===== config.mk =====
export PLATFORM = sky130hd
export DESIGN_NAME = gpio_port_regs
export DESIGN_NICKNAME = d
export VERILOG_FILES = /design/src/rtl/gpio_port_pkg.sv /design/src/rtl/gpio_fsel_bank.sv /design/src/rtl/gpio_out_reg.sv /design/src/rtl/gpio_pull_ctl.sv /design/src/rtl/gpio_level_sync.sv /design/src/rtl/gpio_port_regs.sv
export SDC_FILE = /design/constraint.sdc
export NUM_CORES = 1
export LEC_CHECK = 0
export ABC_AREA = 1
export BUFFER_PORTS_ARGS = -buffer_cell sky130_fd_sc_hd__buf_2
export CORE_MARGIN = 1.5
export CORE_UTILIZATION = 50
export CTS_CLUSTER_DIAMETER = 80
export DETAILED_ROUTE_END_ITERATION = 8
export PLACE_DENSITY = 0.74
export SKIP_CTS_REPAIR_TIMING = 1
export SLEW_MARGIN = 10
export SYNTH_ARGS = -nofsm -noshare
export SYNTH_HDL_FRONTEND = slang
export SYNTH_SLANG_ARGS = --single-unit

===== constraint.sdc =====
create_clock -name clk_i -period 1.45 [get_ports clk_i]
set_input_delay 0.145 -clock clk_i [delete_from_list [all_inputs] [get_ports clk_i]]
set_output_delay 0.145 -clock clk_i [all_outputs]
set_load 0.02 [all_outputs]

===== src/rtl/gpio_port_pkg.sv =====
package gpio_port_pkg;
  localparam int unsigned DATA_W      = 32;
  localparam int unsigned ADDR_W      = 4;
  localparam int unsigned FS_W        = 3;
  localparam int unsigned FS_PER_WORD = 10;
  localparam int unsigned PULL_W      = 2;

  localparam logic [ADDR_W-1:0] ADR_FSEL0 = 4'd0;
  localparam logic [ADDR_W-1:0] ADR_SET   = 4'd4;
  localparam logic [ADDR_W-1:0] ADR_CLR   = 4'd5;
  localparam logic [ADDR_W-1:0] ADR_LEVEL = 4'd6;
  localparam logic [ADDR_W-1:0] ADR_PMODE = 4'd7;
  localparam logic [ADDR_W-1:0] ADR_PCLK  = 4'd8;

  typedef enum logic [FS_W-1:0] {
    FS_IN   = 3'b000,
    FS_OUT  = 3'b001,
    FS_ALT0 = 3'b100,
    FS_ALT1 = 3'b101,
    FS_ALT2 = 3'b110,
    FS_ALT3 = 3'b111,
    FS_ALT4 = 3'b011,
    FS_ALT5 = 3'b010
  } fsel_e;

  typedef enum logic [PULL_W-1:0] {
    PULL_OFF  = 2'b00,
    PULL_DOWN = 2'b01,
    PULL_UP   = 2'b10
  } pull_e;

  // reserved code 11 collapses to off
  function automatic logic [PULL_W-1:0] legal_pull(logic [PULL_W-1:0] m);
    return (m == 2'b11) ? PULL_OFF : m;
  endfunction
endpackage


===== src/rtl/gpio_fsel_bank.sv =====
module gpio_fsel_bank
  import gpio_port_pkg::*;
#(
  parameter int unsigned NPINS = 32,
  localparam int unsigned NWORDS = (NPINS + FS_PER_WORD - 1) / FS_PER_WORD
) (
  input  logic                     clk_i,
  input  logic                     rst_ni,
  input  logic                     wr_i,
  input  logic [ADDR_W-1:0]        addr_i,
  input  logic [DATA_W-1:0]        wdata_i,
  output logic [NPINS*FS_W-1:0]    fsel_o,
  output logic [NPINS-1:0]         oe_o,
  output logic [NPINS-1:0]         alt_o,
  output logic [NWORDS*DATA_W-1:0] words_o
);
  logic [NPINS-1:0][FS_W-1:0] fsel_q;
  logic unused_wdata_hi;
  assign unused_wdata_hi = ^wdata_i[DATA_W-1:FS_PER_WORD*FS_W];

  for (genvar p = 0; p < NPINS; p++) begin : g_pin
    localparam int unsigned WRD = p / FS_PER_WORD;
    localparam int unsigned FLD = p % FS_PER_WORD;
    localparam logic [ADDR_W-1:0] MY_ADR = ADR_FSEL0 + ADDR_W'(WRD);
    logic [FS_W-1:0] code_q;

    always_ff @(posedge clk_i or negedge rst_ni) begin
      if (!rst_ni)                           code_q <= FS_IN;
      else if (wr_i && (addr_i == MY_ADR))  code_q <= wdata_i[FLD*FS_W +: FS_W];
    end

    assign fsel_q[p] = code_q;
    assign oe_o[p]   = (code_q == FS_OUT);
    assign alt_o[p]  = |code_q[FS_W-1:1];  // 1xx, 011, 010
  end

  assign fsel_o = fsel_q;

  always_comb begin
    words_o = '0;
    for (int p = 0; p < NPINS; p++)
      words_o[(p / FS_PER_WORD)*DATA_W + (p % FS_PER_WORD)*FS_W +: FS_W] = fsel_q[p];
  end
endmodule


===== src/rtl/gpio_out_reg.sv =====
module gpio_out_reg #(
  parameter int unsigned NPINS = 32
) (
  input  logic             clk_i,
  input  logic             rst_ni,
  input  logic             set_i,
  input  logic             clr_i,
  input  logic [NPINS-1:0] bits_i,
  output logic [NPINS-1:0] out_q_o
);
  always_ff @(posedge clk_i or negedge rst_ni) begin
    if (!rst_ni)     out_q_o <= '0;
    else if (set_i)  out_q_o <= out_q_o | bits_i;
    else if (clr_i)  out_q_o <= out_q_o & ~bits_i;
  end
endmodule


===== src/rtl/gpio_pull_ctl.sv =====
module gpio_pull_ctl
  import gpio_port_pkg::*;
#(
  parameter int unsigned NPINS = 32
) (
  input  logic                    clk_i,
  input  logic                    rst_ni,
  input  logic                    mode_wr_i,
  input  logic                    mask_wr_i,
  input  logic [DATA_W-1:0]       wdata_i,
  output logic [PULL_W-1:0]       mode_o,
  output logic [NPINS-1:0]        mask_o,
  output logic [NPINS*PULL_W-1:0] pull_o
);
  always_ff @(posedge clk_i or negedge rst_ni) begin
    if (!rst_ni) begin
      mode_o <= PULL_OFF;
      mask_o <= '0;
    end else begin
      if (mode_wr_i) mode_o <= legal_pull(wdata_i[PULL_W-1:0]);
      if (mask_wr_i) mask_o <= wdata_i[NPINS-1:0];
    end
  end

  for (genvar p = 0; p < NPINS; p++) begin : g_pin
    logic [PULL_W-1:0] pin_q;
    always_ff @(posedge clk_i or negedge rst_ni) begin
      if (!rst_ni)        pin_q <= PULL_OFF;
      else if (mask_o[p]) pin_q <= mode_o;
    end
    assign pull_o[p*PULL_W +: PULL_W] = pin_q;
  end
endmodule


===== src/rtl/gpio_level_sync.sv =====
module gpio_level_sync #(
  parameter int unsigned NPINS  = 32,
  parameter int unsigned STAGES = 2
) (
  input  logic             clk_i,
  input  logic             rst_ni,
  input  logic [NPINS-1:0] pin_i,
  output logic [NPINS-1:0] level_o
);
  logic [STAGES-1:0][NPINS-1:0] stg_q;

  always_ff @(posedge clk_i or negedge rst_ni) begin
    if (!rst_ni) begin
      stg_q <= '0;
    end else begin
      stg_q[0] <= pin_i;
      for (int s = 1; s < STAGES; s++) stg_q[s] <= stg_q[s-1];
    end
  end

  assign level_o = stg_q[STAGES-1];
endmodule


===== src/rtl/gpio_port_regs.sv =====
module gpio_port_regs
  import gpio_port_pkg::*;
#(
  parameter int unsigned NPINS       = 32,
  parameter int unsigned SYNC_STAGES = 2
) (
  input  logic                    clk_i,
  input  logic                    rst_ni,
  input  logic [ADDR_W-1:0]       addr_i,
  input  logic                    we_i,
  input  logic [DATA_W-1:0]       wdata_i,
  output logic [DATA_W-1:0]       rdata_o,
  input  logic [NPINS-1:0]        pin_i,
  output logic [NPINS-1:0]        out_o,
  output logic [NPINS-1:0]        oe_o,
  output logic [NPINS-1:0]        alt_en_o,
  output logic [NPINS*FS_W-1:0]   fsel_o,
  output logic [NPINS*PULL_W-1:0] pull_o
);
  localparam int unsigned NWORDS = (NPINS + FS_PER_WORD - 1) / FS_PER_WORD;

  logic [NWORDS*DATA_W-1:0] fs_words;
  logic [NPINS-1:0]         out_q;
  logic [NPINS-1:0]         level;
  logic [PULL_W-1:0]        pmode_q;
  logic [NPINS-1:0]         pmask_q;

  gpio_fsel_bank #(.NPINS(NPINS)) u_fsel (
    .clk_i   (clk_i),
    .rst_ni  (rst_ni),
    .wr_i    (we_i),
    .addr_i  (addr_i),
    .wdata_i (wdata_i),
    .fsel_o  (fsel_o),
    .oe_o    (oe_o),
    .alt_o   (alt_en_o),
    .words_o (fs_words)
  );

  gpio_out_reg #(.NPINS(NPINS)) u_out (
    .clk_i   (clk_i),
    .rst_ni  (rst_ni),
    .set_i   (we_i && (addr_i == ADR_SET)),
    .clr_i   (we_i && (addr_i == ADR_CLR)),
    .bits_i  (wdata_i[NPINS-1:0]),
    .out_q_o (out_q)
  );

  gpio_pull_ctl #(.NPINS(NPINS)) u_pull (
    .clk_i     (clk_i),
    .rst_ni    (rst_ni),
    .mode_wr_i (we_i && (addr_i == ADR_PMODE)),
    .mask_wr_i (we_i && (addr_i == ADR_PCLK)),
    .wdata_i   (wdata_i),
    .mode_o    (pmode_q),
    .mask_o    (pmask_q),
    .pull_o    (pull_o)
  );

  gpio_level_sync #(.NPINS(NPINS), .STAGES(SYNC_STAGES)) u_sync (
    .clk_i   (clk_i),
    .rst_ni  (rst_ni),
    .pin_i   (pin_i),
    .level_o (level)
  );

  // alternate and input modes hide the output register
  assign out_o = out_q & oe_o;

  always_comb begin
    rdata_o = '0;
    for (int w = 0; w < NWORDS; w++)
      if (addr_i == ADR_FSEL0 + ADDR_W'(w)) rdata_o = fs_words[w*DATA_W +: DATA_W];
    case (addr_i)
      ADR_LEVEL: rdata_o[NPINS-1:0]  = level;
      ADR_PMODE: rdata_o[PULL_W-1:0] = pmode_q;
      ADR_PCLK:  rdata_o[NPINS-1:0]  = pmask_q;
      default: ;
    endcase
  end
endmodule


==> flow_metrics.tcl <==
set metrics [dict create \
    startpoint_type "flop" \
    ir_drop_v 0.00114 \
    crit_chain "nand3_1 > o21ai_1 > nor2_1 > nand2_1 > buf_6" \
    layout_setup_ws_ns -0.371 \
    hold-worst-slack_ns -0.0206 \
    ys_seq_area_frac 0.616 \
    finalHoldViolCount 7 \
    dpl_cell_area_sq_um 14500 \
    io_buffers 358 \
    worst_pin_slew_ns 0.561 \
    grt_util_met2 0.539 \
    clk_latency_ns 0.55 \
    synth-seq-cells 290 \
    p_per_area_nw_per_um2 1670 \
    drt_iter0_drc 1100 \
    root_buffer "clkbuf_16" \
    period_needed_ns 1.82 \
    firstDrtPassIters 5 \
    syn_area_sq_um 11800 \
    cts_sinks 290 \
    grt_start_max_net_pins 65 \
    end_kind "output port" \
    synth_fp_nets 1387 \
    rows 56 \
    die_w_microns 157 \
    max_stage_delay_ns 0.42 \
    hold_path.class "in2reg" \
    use_met1 0.410 \
    clock.fmax_mhz 549 \
    reg2reg_depth 3 \
    routed_wl_microns 45300 \
    max_slew_margin 0.625 \
    status "finished with violations" \
    regToRegSetupSlack_ns 0.31 \
    wire_per_inst_microns 20.9 \
    timing.rr.end "u_pull.g_pin[3].pin_q[0]" \
    endpoint "rdata_o[17]" \
    start_util 0.505 \
    fp.dieH_microns 157 \
    antennaDiodeCount 0 \
    ys_types 19 \
    cts.clk_slew.worst_paths_ns 0.06 \
    gp_congestion 0.930 \
    core_sq_um 23300 \
    synth-edff-count 0 \
    critPathLaunch "u_fsel.g_pin[15].code_q[2]" \
    timing.rr.start "u_pull.mode_o[0]" \
    cts_tree "yes" \
    clock_path_buffers 3 \
    postSynth.topFlopCell "dfrtp_1" \
    cap_violations 0 \
    dieArea_sq_um 24500 \
    nets 1899 \
    syn2layout_area_growth_pct 54.5 \
    fin_util 0.780 \
    p_leak_nw 9.03 \
    track_usage 0.321 \
    ys_async_sr_fraction 1.00 \
    crit_path_max_fanout 4 \
    fill_cells 1538 \
    top_usage_layer "met2" \
    syn_area_per_cell_sq_um 8.96 \
    finClkSkew_ns 0.00702 \
    timing.final.crit_share 1.26 \
    crit_type "reg2out" \
    slew_violations 0 \
    via_per_inst 5.45 \
    synthCells 1316 \
    setup_viol_count_final 124 \
    crit_arrival_ns 1.68 \
    grt_pass1_wl_microns 58800 \
    ys_warn_count 0 \
    drc_errors 0 \
    dp_hpwl_microns 29200 \
    gr-total-overflow 0 \
    grt_antenna_before_repair 0 \
    vias 11831 \
    drive_gt1_frac 0.428 \
    fin_area_sq_um 18200 \
    ctsHtreeMaxLevel 1 \
    met3_usage 0.0606 \
    rsz0062_at_grt "yes" \
    ant_nets 0 \
    violations "negative hold slack, negative setup slack" \
    dp_slack_ns -0.282 \
    first_global_vias 10073 \
    pin_count 359 \
    cp.required_ns 1.31 \
    totalPowerFinal_mw 30.5 \
    cts_buffers 30 \
    slowest_stage "dfrtp_1" \
]
==> critical path, delay by kind of cell, from the launching register on <==
family / cells / cell delay, ns
and+or+nand+nor: 3 / 0.48
DFF: 1 / 0.42
buffers and inverters: 1 / 0.14
AOI/OAI and AO/OA: 1 / 0.08
==> layout make-up <==
type | instances | area (sq um) | area share
sequential | 290 | 7280 | 0.400
multi-input combinational | 829 | 4650 | 0.255
timing repair buffer | 538 | 4330 | 0.238
clock buffer | 46 | 932 | 0.0512
inverter | 139 | 524 | 0.0288
tap | 319 | 399 | 0.0219
clock inverter | 9 | 101 | 0.00557
==> worst min path at each step <==
stage	from	to	slack, ns	cells past startpoint
2_1_floorplan	rst_ni	async pin	-0.15	0
3_5_place_dp	rst_ni	u_pull.g_pin[18].pin_q[1]	0.08	1
5_1_grt	wdata_i[9]	u_pull.mask_o[9]	0.01	3
3_3_place_gp	rst_ni	u_pull.g_pin[18].pin_q[1]	0.08	1
6_report	wdata_i[13]	u_pull.mask_o[13]	-0.02	3
4_1_cts	rst_ni	u_pull.mask_o[21]	-0.50	1
==> synth_stat cells (4+ instances only) <==
cell type | number | area [sq um]
a21oi_1 | 64 | 320
nor3b_1 | 32 | 240
dfrtp_1 | 290 | 7260
nor2_1 | 161 | 604
nand2_1 | 241 | 905
clkbuf_1 | 39 | 146
o21ai_1 | 71 | 355
inv_1 | 133 | 499
inv_2 | 4 | 15.0
nand3_1 | 87 | 435
buf_2 | 16 | 80.1
o21ai_0 | 149 | 746
or2_2 | 16 | 100
==> per-layer routing <==
layer | part of all wire | vias up
met3 | 0.083 | 161
met2 | 0.49 | 664
met1 | 0.37 | 5727
met4 | 0.056 | 0
met5 | 0 | -
li1 | - | 5279
==> per-stage QoR <==
stage	std cells	setup TNS [ns]
final	2170	-21.03
after global routing	2170	-25.55
after CTS	2047	-30.55
after detailed placement	1992	-2.87
after global placement	1992	-1.92
after floorplan	1316	0
==> cells by family (layout without fill, tap and decap cells) <==
logic type / after synthesis / count (layout) / synth area share
simple gates: 545 / 545 / 0.199
flops: 290 / 290 / 0.616
compound gates: 284 / 284 / 0.121
buf+inv: 197 / 732 / 0.0644
==> where the power goes <==
group / switching [mW] / internal [mW] / total (mW) / leakage (nW)
clock network: 3.19 / 4.76 / 7.95 / 0.512
registers: 1.61 / 9.95 / 11.6 / 3.49
logic: 6.63 / 4.34 / 11.0 / 5.03
==> cells in the final DEF (no fill, tap or decap), drive strengths merged <==
cell type      n
clkinvlp       1
dlygate4sd3   42
buf          494
dfrtp        290
nand3         87
clkbuf        48
o21ai        220
nor2         166
a21oi         64
nand2        243
clkinv         7
bufinv         2
nor3b         32
or2           16
nand3b         1
inv          138
Power figures use the tool's default switching activity.
